$ cat src/rtl/fdec_pkg.sv
// Shared types for the flooding accumulator decoder.
package fdec_pkg;
    typedef enum logic {
        ST_IDLE = 1'b0,
        ST_RUN  = 1'b1
    } fdec_state_t;
endpackage

$ cat src/rtl/fdec_satadd.sv
// Signed adder that saturates symmetrically to +/-(2^(W-1)-1).
// Assumes two's complement operands of W bits. Also used with b_i = 0
// to clamp the most negative code.
module fdec_satadd #(
    parameter int W = 8
) (
    input  logic signed [W-1:0] a_i,
    input  logic signed [W-1:0] b_i,
    output logic signed [W-1:0] y_o
);
    localparam logic signed [W:0] HI = (W+1)'((2 ** (W-1)) - 1);
    localparam logic signed [W:0] LO = -HI;

    logic signed [W:0] sum;

    // widen, add, clamp
    always_comb begin
        sum = {a_i[W-1], a_i} + {b_i[W-1], b_i};
        if (sum > HI)      y_o = HI[W-1:0];
        else if (sum < LO) y_o = LO[W-1:0];
        else               y_o = sum[W-1:0];
    end
endmodule

$ cat src/rtl/fdec_pe.sv
// One position of the flooding decoder. Holds the forward and backward
// messages of its coded bit. On step it updates both from the neighbour
// sums presented by the top, which are built from previous-iteration
// registers. Boundaries are injected by the top as fnb_i = +max (head)
// and apr_next_i = bnb_i = 0 (tail). Also forms the extrinsic combine.
module fdec_pe #(
    parameter int W = 8
) (
    input  logic                clk,
    input  logic                rst_n,
    input  logic                clear_i,
    input  logic                step_i,
    input  logic signed [W-1:0] apr_self_i,
    input  logic signed [W-1:0] apr_next_i,
    input  logic signed [W-1:0] fnb_i,
    input  logic signed [W-1:0] bnb_i,
    input  logic signed [W-1:0] ch_self_i,
    output logic signed [W-1:0] fwd_o,
    output logic signed [W-1:0] bwd_o,
    output logic signed [W-1:0] ext_o
);
    logic signed [W-1:0] fwd_q, bwd_q, bsum;

    // min-sum check: sign product, smaller magnitude
    function automatic logic signed [W-1:0] chk_op(input logic signed [W-1:0] a,
                                                   input logic signed [W-1:0] b);
        logic signed [W-1:0] na, nb;
        logic [W-1:0] ma, mb, m;
        na = -a;
        nb = -b;
        ma = a[W-1] ? na : a;
        mb = b[W-1] ? nb : b;
        m  = (ma < mb) ? ma : mb;
        return (a[W-1] ^ b[W-1]) ? -$signed(m) : $signed(m);
    endfunction

    fdec_satadd #(.W(W)) u_bsum (.a_i(bwd_q), .b_i(ch_self_i), .y_o(bsum));

    // message registers: clear on start, flood update on step
    always_ff @(posedge clk) begin
        if (!rst_n || clear_i) begin
            fwd_q <= '0;
            bwd_q <= '0;
        end else if (step_i) begin
            fwd_q <= chk_op(apr_self_i, fnb_i);
            bwd_q <= chk_op(apr_next_i, bnb_i);
        end
    end

    // extrinsic combine of left and right evidence
    always_comb ext_o = chk_op(fnb_i, bsum);

    assign fwd_o = fwd_q;
    assign bwd_o = bwd_q;


    msg_clear_chk: assert property (@(posedge clk) disable iff (!rst_n)
        clear_i |=> (fwd_q == '0) && (bwd_q == '0));
endmodule

$ cat src/rtl/fdec_ctrl.sv
// Iteration sequencer. Accepts start only when idle, issues K step
// pulses, then one finish pulse that loads the outputs. done follows
// finish by one register.
module fdec_ctrl #(
    parameter int IW = 5
) (
    input  logic          clk,
    input  logic          rst_n,
    input  logic          start_i,
    input  logic [IW-1:0] iter_i,
    output logic          clear_o,
    output logic          step_o,
    output logic          finish_o,
    output logic          busy_o,
    output logic          done_o
);
    import fdec_pkg::*;

    fdec_state_t   state_q;
    logic [IW-1:0] rem_q;

    assign clear_o  = start_i && (state_q == ST_IDLE);
    assign busy_o   = (state_q == ST_RUN);
    assign step_o   = busy_o && (rem_q != '0);
    assign finish_o = busy_o && (rem_q == '0);

    // state, remaining-iteration counter and done pulse
    always_ff @(posedge clk) begin
        if (!rst_n) begin
            state_q <= ST_IDLE;
            rem_q   <= '0;
            done_o  <= 1'b0;
        end else begin
            done_o <= finish_o;
            if (clear_o) begin
                state_q <= ST_RUN;
                rem_q   <= iter_i;
            end else if (step_o) begin
                rem_q <= rem_q - 1'b1;
            end else if (finish_o) begin
                state_q <= ST_IDLE;
            end
        end
    end


    done_pulse_chk: assert property (@(posedge clk) disable iff (!rst_n)
        done_o |=> !done_o);

    done_idle_chk: assert property (@(posedge clk) disable iff (!rst_n)
        $fell(busy_o) |-> done_o);
endmodule

$ cat src/rtl/fdec_top.sv
// Parallel flooding min-sum decoder for the accumulator code. Captures
// clamped inputs on start, runs iter_num concurrent iterations across N
// processing elements, then registers the N extrinsic lanes. Lane i of
// each bus is bits [i*W +: W].
module fdec_top #(
    parameter int N  = 8,
    parameter int W  = 8,
    parameter int IW = 5
) (
    input  logic            clk,
    input  logic            rst_n,
    input  logic            start,
    input  logic [IW-1:0]   iter_num,
    input  logic [N*W-1:0]  ch_llr,
    input  logic [N*W-1:0]  apr_llr,
    output logic            busy,
    output logic            done,
    output logic [N*W-1:0]  ext_llr
);
    localparam logic signed [W-1:0] MAXV = {1'b0, {(W-1){1'b1}}};

    logic clear, step, finish;
    logic signed [W-1:0] ch_cl [N];
    logic signed [W-1:0] ap_cl [N];
    logic signed [W-1:0] ch_q  [N];
    logic signed [W-1:0] apr_q [N];
    logic signed [W-1:0] fwd   [N];
    logic signed [W-1:0] bwd   [N];
    logic signed [W-1:0] fnb   [N];
    logic signed [W-1:0] bnb   [N];
    logic signed [W-1:0] aprn  [N];
    logic signed [W-1:0] ext_c [N];
    logic signed [W-1:0] ext_q [N];

    fdec_ctrl #(.IW(IW)) u_ctrl (
        .clk(clk), .rst_n(rst_n), .start_i(start), .iter_i(iter_num),
        .clear_o(clear), .step_o(step), .finish_o(finish),
        .busy_o(busy), .done_o(done)
    );

    for (genvar i = 0; i < N; i++) begin : g_pos
        fdec_satadd #(.W(W)) u_chin (.a_i(ch_llr[i*W +: W]),  .b_i('0), .y_o(ch_cl[i]));
        fdec_satadd #(.W(W)) u_apin (.a_i(apr_llr[i*W +: W]), .b_i('0), .y_o(ap_cl[i]));

        if (i == 0) begin : g_head
            assign fnb[i] = MAXV;
        end else begin : g_fwd
            fdec_satadd #(.W(W)) u_f (.a_i(ch_q[i-1]), .b_i(fwd[i-1]), .y_o(fnb[i]));
        end

        if (i == N-1) begin : g_tail
            assign bnb[i]  = '0;
            assign aprn[i] = '0;
        end else begin : g_bwd
            fdec_satadd #(.W(W)) u_b (.a_i(ch_q[i+1]), .b_i(bwd[i+1]), .y_o(bnb[i]));
            assign aprn[i] = apr_q[i+1];
        end

        fdec_pe #(.W(W)) u_pe (
            .clk(clk), .rst_n(rst_n), .clear_i(clear), .step_i(step),
            .apr_self_i(apr_q[i]), .apr_next_i(aprn[i]),
            .fnb_i(fnb[i]), .bnb_i(bnb[i]), .ch_self_i(ch_q[i]),
            .fwd_o(fwd[i]), .bwd_o(bwd[i]), .ext_o(ext_c[i])
        );

        assign ext_llr[i*W +: W] = ext_q[i];
    end

    // input capture on accepted start, result capture on finish
    always_ff @(posedge clk) begin
        for (int i = 0; i < N; i++) begin
            if (!rst_n) begin
                ch_q[i]  <= '0;
                apr_q[i] <= '0;
                ext_q[i] <= '0;
            end else begin
                if (clear) begin
                    ch_q[i]  <= ch_cl[i];
                    apr_q[i] <= ap_cl[i];
                end
                if (finish) ext_q[i] <= ext_c[i];
            end
        end
    end


    head_fwd_chk: assert property (@(posedge clk) disable iff (!rst_n)
        step |=> fwd[0] == apr_q[0]);

    tail_bwd_chk: assert property (@(posedge clk) disable iff (!rst_n)
        bwd[N-1] == '0);

    busy_hold_chk: assert property (@(posedge clk) disable iff (!rst_n)
        (busy && start) |=> ($stable(ch_q[0]) && $stable(apr_q[N-1])));

    ext_hold_chk: assert property (@(posedge clk) disable iff (!rst_n)
        !done |-> $stable(ext_llr));
endmodule

$ cat config.mk
export PLATFORM = sky130hd
export DESIGN_NAME = fdec_top
export DESIGN_NICKNAME = d
export VERILOG_FILES = /design/src/rtl/fdec_pkg.sv /design/src/rtl/fdec_satadd.sv /design/src/rtl/fdec_pe.sv /design/src/rtl/fdec_ctrl.sv /design/src/rtl/fdec_top.sv
export SDC_FILE = /design/constraint.sdc
export NUM_CORES = 1
export LEC_CHECK = 0
export BUFFER_PORTS_ARGS = -buffer_cell sky130_fd_sc_hd__buf_2
export CORE_UTILIZATION = 60
export DETAILED_ROUTE_END_ITERATION = 6
export PLACE_DENSITY = 0.77
export SYNTH_ARGS = -nofsm -noshare
export SYNTH_HDL_FRONTEND = slang
export SYNTH_SLANG_ARGS = --single-unit
export TNS_END_PERCENT = 100
$ cat constraint.sdc
create_clock -name clk -period 12.7 [get_ports clk]
set_input_delay 2.54 -clock clk [delete_from_list [all_inputs] [get_ports clk]]
set_output_delay 2.54 -clock clk [all_outputs]
set_load 0.01 [all_outputs]
==> out/qor.txt, run 1 <==
pwr dens: 159.1 nW/um2
sequential power share: 0.221
Fin. Hold Viols: 0
Placed Cells: 4801
Slew Limit Fails: 0
prevailing post-synth register cell: edfxtp_1
Clock Skew: 0.01901 ns
CTS sink count: 311
DRT iter0 DRCs: 2968
period utilization: 0.6258
final worst path period need: 7.948 ns
Netlist cell types: 112
DRC viols: 0
Remaining Overflow, GRT: 0
largest net degree at the start of global routing: 108
outcome: finished clean
fin nets: 4585
synth top area cells: edfxtp_1 (18%), ha_1 (11%), dfxtp_1 (7.3%), nor2_1 (5.2%), xnor2_1 (5.0%)
worst path required time: 13.14 ns
post-synthesis adder-cell area fraction: 0.1193
Crit. End Element: register
Post-Syn Area: 32540 um2
Total Die Area: 55170 um2
hold_buf cts: 0
NetSw: 2.565 mW
via/cell ratio: 6.446
asr flop ratio synth: 0
CP arrival: 8.39 ns
post-route ant nets: 0
Crit-path slowest cell: a21oi_2
Post-synth top cells: nor2_1 (453), ha_1 (280), nand2_1 (269)
Initial DRT Pass Iterations: 6
num rows: 84
EDFF count, synth: 192
Cells after Synth: 3990
Worst-path clk slew: 0.06 ns
Max Freq: 125.8 MHz
Pint: 3.089 mW
WL per Instance: 18.98 um
Clk pwr share: 0.200
largest family of logic cells by synthesized area: compound AO/OA/AOI/OAI gates
CP dominant cell by count: ha_1
initial antenna violation count: 4
post-CTS setup buffers: 0
Port Buffers: 201
Layout area overhead: 9.197%
Setup TNS: 0 ns
Synth Area in Compound Gates: 0.2681
H-tree levels: 2
Hold Crit Class: reg2reg
CTS tree: built
Avg Inst Size Synth: 8.156 um2
GRT Util Overall: 0.3256
post-synthesis mux area share: 0.03641
max incr delay on CP: 0.56 ns
total of warnings raised by yosys: 0
Worst-Margin Slew: 1.247 ns
Comb pwr share: 0.579
dpl hpwl: 69430 um
Slew headroom: 0.1663
DIE WIDTH: 234.9 um
Worst-Skew Late Latency: 0.58 ns
peak supply drop: 0.0001050 V
CORE AREA: 53080 um2
Inserted Clock Buffers: 40
largest area contributor in the netlist: edfxtp_1
Die Height: 234.9 um
Routability Congestion: 0.9855
maximum clock insertion buffer count: 3
Initial Util: 0.6131
Fill cells: 4489
vias in the first global route: 28730
vias: 31440
critical path class: reg2reg
Worst setup SP type: register
simple-gate share of the synthesized area: 0.2183
Max Cap Viol: 0
final setup vio count: 0
first-pass GRT wire length: 148200 um
flip-flop and latch count after synthesis: 311
share of layout cells above drive strength 1: 0.1025
sw frac: 0.4537
post-synthesis xor/xnor area fraction: 0.06917
register area share after synthesis: 0.2504
most numerous cell in the Yosys netlist: nor2_1
Yosys top cell area share: 0.1772
Final Instance Count excl. Fillers: 4877
critical-path maximum fanout: 14
I/O Pins: 202
final WL: 92570 um
# resized after CTS: 0
CTS Root Buffer Type: clkbuf_16
Leakage: 15.33 nW
unrepaired setup endpoints after global routing: no
-- critical path: cells and delay by family, from the launching register on --
kind            cells  cell delay [ns]
mux                 1             0.20
flops               1             0.39
fa+ha+maj           7             2.16
compound gates     13             3.56
xor+xnor            1             0.18
simple gates        5             1.01
buf+inv             2             0.31
-- cell families after synthesis --
logic type	after synthesis
AOI/OAI and AO/OA	1249
xor gates and xnor gates	257
adders and majority gates	304
buffers and inverters	321
DFF	311
muxes	115
other	2
and+or+nand+nor	1431
-- metrics by stage --
step | power (mW) | cell area [um2] | utilization | hold slack [ns] | setup slack (ns)
after floorplan | 3.707 | 32630 | - | 0.4297 | 5.046
after global placement | 4.403 | 34250 | 0.6452 | 0.4423 | 5.136
after detailed placement | 4.442 | 34250 | 0.6452 | 0.4497 | 5.093
after CTS | 5.598 | 35530 | 0.6694 | 0.4615 | 4.941
after global routing | 6.040 | 35530 | 0.6694 | 0.4817 | 4.117
final | 5.654 | 35540 | 0.6695 | 0.4592 | 4.752
-- path summary, 6_finish.rpt --
path,cells after the start,endpoint,slack [ns],startpoint
max,29,g_pos[2].u_pe.bwd_o[6]$_SDFFE_PP0P_,4.75,ch_q[0][24]$_SDFFCE_PN0P_
min,2,g_pos[6].u_pe.fwd_o[5]$_SDFFE_PP0P_,0.46,g_pos[6].u_pe.fwd_o[5]$_SDFFE_PP0P_
max reg2reg,29,g_pos[2].u_pe.bwd_o[6]$_SDFFE_PP0P_,4.75,ch_q[0][24]$_SDFFCE_PN0P_
min reg2reg,2,g_pos[6].u_pe.fwd_o[5]$_SDFFE_PP0P_,0.46,g_pos[6].u_pe.fwd_o[5]$_SDFFE_PP0P_
-- metal layers --
metal,up-vias,GRT usage,part of all wire
li1,15360,-,-
met1,14620,0.4344,0.44
met2,1229,0.5352,0.45
met3,226,0.04758,0.074
met4,4,0.1172,0.035
met5,-,0,0.00025
-- cell usage in the layout, fill, tap and decap left out, types with 41 or more instances in the layout --
cell type / count
nand2_1: 268
mux2i_1: 88
a31oi_1: 56
o21ai_0: 237
inv_1: 189
a21o_1: 63
xor2_1: 72
dfxtp_1: 119
o211ai_1: 47
nand3_1: 83
o21a_1: 65
or3_1: 69
buf_2: 201
nor2_1: 453
nor3_1: 128
clkbuf_16: 41
a21oi_1: 240
a211oi_1: 117
xnor2_1: 185
ha_1: 280
and2_1: 140
edfxtp_1: 192
-- state kept, by name (all words and copies together), names as in the netlist --
signal,cells
g_pos.u_pe.bwd_o,56
ch_q,64
ext_q,64
u_ctrl.busy_o,1
g_pos.u_pe.fwd_o,56
u_ctrl.rem_q,5
apr_q,64
u_ctrl.done_o,1
-- cell type report --
class,count,area [um2],area share
Sequential cell,311,8148,0.2293
Clock inverter,17,158.9,0.004472
Inverter,190,720.7,0.02028
Antenna cell,2,5.005,0.0001408
Timing Repair Buffer,231,1231,0.03465
Tap cell,688,860.8,0.02422
Clock buffer,57,1126,0.03169
Multi-Input combinational cell,3381,23280,0.6553
-- power by group through the flow --
stage	clock, mW	sequential (mW)	combinational [mW]
finish	1.13	1.25	3.27
CTS	1.15	1.25	3.20
global route	1.19	1.26	3.60
detailed placement	0	1.27	3.18
global placement	0	1.26	3.14
floorplan	0	1.25	2.46
No activity file was read; power rests on OpenSTA's default activity.
==> run 2: changes to the inputs <==
==> constraint.sdc (replaced) <==
create_clock -name clk -period 7.45 [get_ports clk]
set_input_delay 1.49 -clock clk [delete_from_list [all_inputs] [get_ports clk]]
set_output_delay 1.49 -clock clk [all_outputs]
set_load 0.01 [all_outputs]
==> out/qor.txt, run 2 (synthesized netlist as in run 1, its figures left out) <==
CTS sink count: 311 (unchanged)
Comb pwr share: 0.582 (+0.003)
Port Buffers: 201 (unchanged)
area post-placement: 34540 um2 (+0.86%)
I/O Pins: 202 (unchanged)
Inserted Clock Buffers: 39 (-2.5%)
Initial DRT Pass Iterations: 7 (+1)
Hold Crit Class: reg2reg
Worst setup SP type: register
Slew headroom: 0.2316 (+0.06525)
maximum clock insertion buffer count: 3 (unchanged)
Worst-path clk slew: 0.06 ns (about the same)
NetSw: 4.393 mW (+71%)
dpl hpwl: 70300 um (+1.2%)
peak supply drop: 0.0001973 V (+88%)
most common library cell in the layout ignoring fill and taps: nor2_1
fin nets: 4624 (+0.85%)
DRT iter0 DRCs: 2583 (-13%)
DIE WIDTH: 234.9 um (unchanged)
Remaining Overflow, GRT: 0 (unchanged)
vias: 31700 (+0.82%)
Fill cells: 4499 (+0.22%)
Crit. End Element: register
Clock Skew: 0.02292 ns (+0.003908 ns)
initial antenna violation count: 5 (+1)
Clk pwr share: 0.200 (about the same)
CP dominant cell by count: ha_1
Total Die Area: 55170 um2 (unchanged)
CP arrival: 7.48 ns (-0.91 ns)
Layout area overhead: 10.50%
worst path required time: 7.94 ns (-5.20 ns)
final setup vio count: 0 (unchanged)
num rows: 84 (unchanged)
sequential power share: 0.217 (-0.004)
PnR Total Power: 9.783 mW (+73%)
GRT Util Overall: 0.3288 (+0.003212)
Initial Util: 0.6131 (unchanged)
H-tree levels: 2 (unchanged)
Die Height: 234.9 um (unchanged)
final WL: 93180 um (+0.67%)
hold_buf cts: 0 (unchanged)
Pint: 5.391 mW (+75%)
Crit-path slowest cell: fa_1
sw frac: 0.4490 (-0.004697)
Finished Cell Area: 35960 um2 (+1.2%)
most frequent cells in the layout: nor2_1 (453), ha_1 (279), nand2_1 (267), a21oi_1 (238), o21ai_0 (237)
CORE AREA: 53080 um2 (unchanged)
post-route ant nets: 0 (unchanged)
Routability Congestion: 1.003 (+1.8%)
largest net degree at the start of global routing: 127 (+18%)
outcome: finished clean
Max Cap Viol: 0 (unchanged)
critical path class: reg2reg
worst path buffer plus inverter count: 2 (unchanged)
via/cell ratio: 6.448 (about the same)
vias in the first global route: 29050 (+1.1%)
first-pass GRT wire length: 149800 um (+1.1%)
Max Freq: 143.2 MHz (+14%)
critical-path maximum fanout: 5 (-9)
max incr delay on CP: 0.43 ns (-0.13 ns)
period utilization: 0.9376 (+0.3118)
CTS Root Buffer Type: clkbuf_16
final worst path period need: 6.985 ns (-0.9625 ns)
pwr dens: 272.1 nW/um2 (+71%)
biggest regs: apr_q (64), ch_q (64), ext_q (64)
DRC viols: 0 (unchanged)
Worst-Margin Slew: 1.153 ns (-0.09402 ns)
Slew Limit Fails: 0 (unchanged)
Top delay family on crit path: compound AO/OA/AOI/OAI gates
Leakage: 15.54 nW (+1.3%)
Fin. Hold Viols: 0 (unchanged)
CTS tree: built
share of layout cells above drive strength 1: 0.1167 (+0.01425)
Worst-Skew Late Latency: 0.58 ns (about the same)
WL per Instance: 18.96 um (-0.13%)
fin util: 0.6775 (+0.007968)
-- run 2: repair_timing --
item,4_1_cts,5_1_grt
endpoints found under the setup margin,0,12
endpoints found under the hold margin,0,0
buffers inserted,0,1
resized for setup,0,22
-- run 2: final cells by class --
cell class                      instances  area [um2]  share of cell area
Antenna cell                            4       10.01           0.0002784
Sequential cell                       311        8148              0.2266
Multi-Input combinational cell       3381       23370              0.6500
Clock buffer                           49        1096             0.03048
Inverter                              190       720.7             0.02004
Timing Repair Buffer                  271        1531             0.04259
Clock inverter                         22       217.7            0.006055
Tap cell                              688       860.8             0.02394
-- run 2: worst paths after layout --
path                                                     startpoint  cells past startpoint                                  end  slack (ns)
worst max-delay path                       ch_q[0][0]$_SDFFCE_PN0P_                     29  g_pos[1].u_pe.fwd_o[6]$_SDFFE_PP0P_        0.46
worst min-delay path            g_pos[0].u_pe.fwd_o[4]$_SDFFE_PP0P_                      2  g_pos[0].u_pe.fwd_o[4]$_SDFFE_PP0P_        0.46
worst max register to register             ch_q[0][0]$_SDFFCE_PN0P_                     29  g_pos[1].u_pe.fwd_o[6]$_SDFFE_PP0P_        0.46
worst min register to register  g_pos[0].u_pe.fwd_o[4]$_SDFFE_PP0P_                      2  g_pos[0].u_pe.fwd_o[4]$_SDFFE_PP0P_        0.46
-- run 2: worst register-to-register path, delay by kind of cell (launching register included) --
kind	cells	cell delay, ns
AO/OA/AOI/OAI	15	3.31
adder cells (fa/ha/maj)	7	2.19
AND/OR/NAND/NOR	4	0.57
flip-flops	1	0.39
multiplexers	1	0.27
buffers and inverters	2	0.17
-- run 2: power groups by stage --
stage / combinational (mW) / clock [mW] / sequential (mW)
after floorplan: 4.20 / 0 / 2.12
after global placement: 5.45 / 0 / 2.16
after detailed placement: 5.51 / 0 / 2.16
after CTS: 5.55 / 1.99 / 2.13
after global routing: 6.27 / 2.06 / 2.14
final: 5.70 / 1.96 / 2.13
-- run 2: layer usage --
layer  track usage  wire length, um
met5             0               13
met2        0.5406            42530
met4       0.09470             2463
met1        0.4470            41000
met3       0.04887             7175
-- run 2: per-stage QoR --
stage / setup slack (ns) / cells / hold slack, ns / TNS [ns]
6_report: 0.4649 / 4916 / 0.4579 / 0
5_1_grt: -0.01495 / 4912 / 0.4802 / -0.02225
4_1_cts: 0.1972 / 4911 / 0.4584 / 0
3_5_place_dp: 0.2367 / 4840 / 0.4510 / 0
3_3_place_gp: 0.3714 / 4840 / 0.4466 / 0
2_1_floorplan: 0.7797 / 4013 / 0.4297 / 0
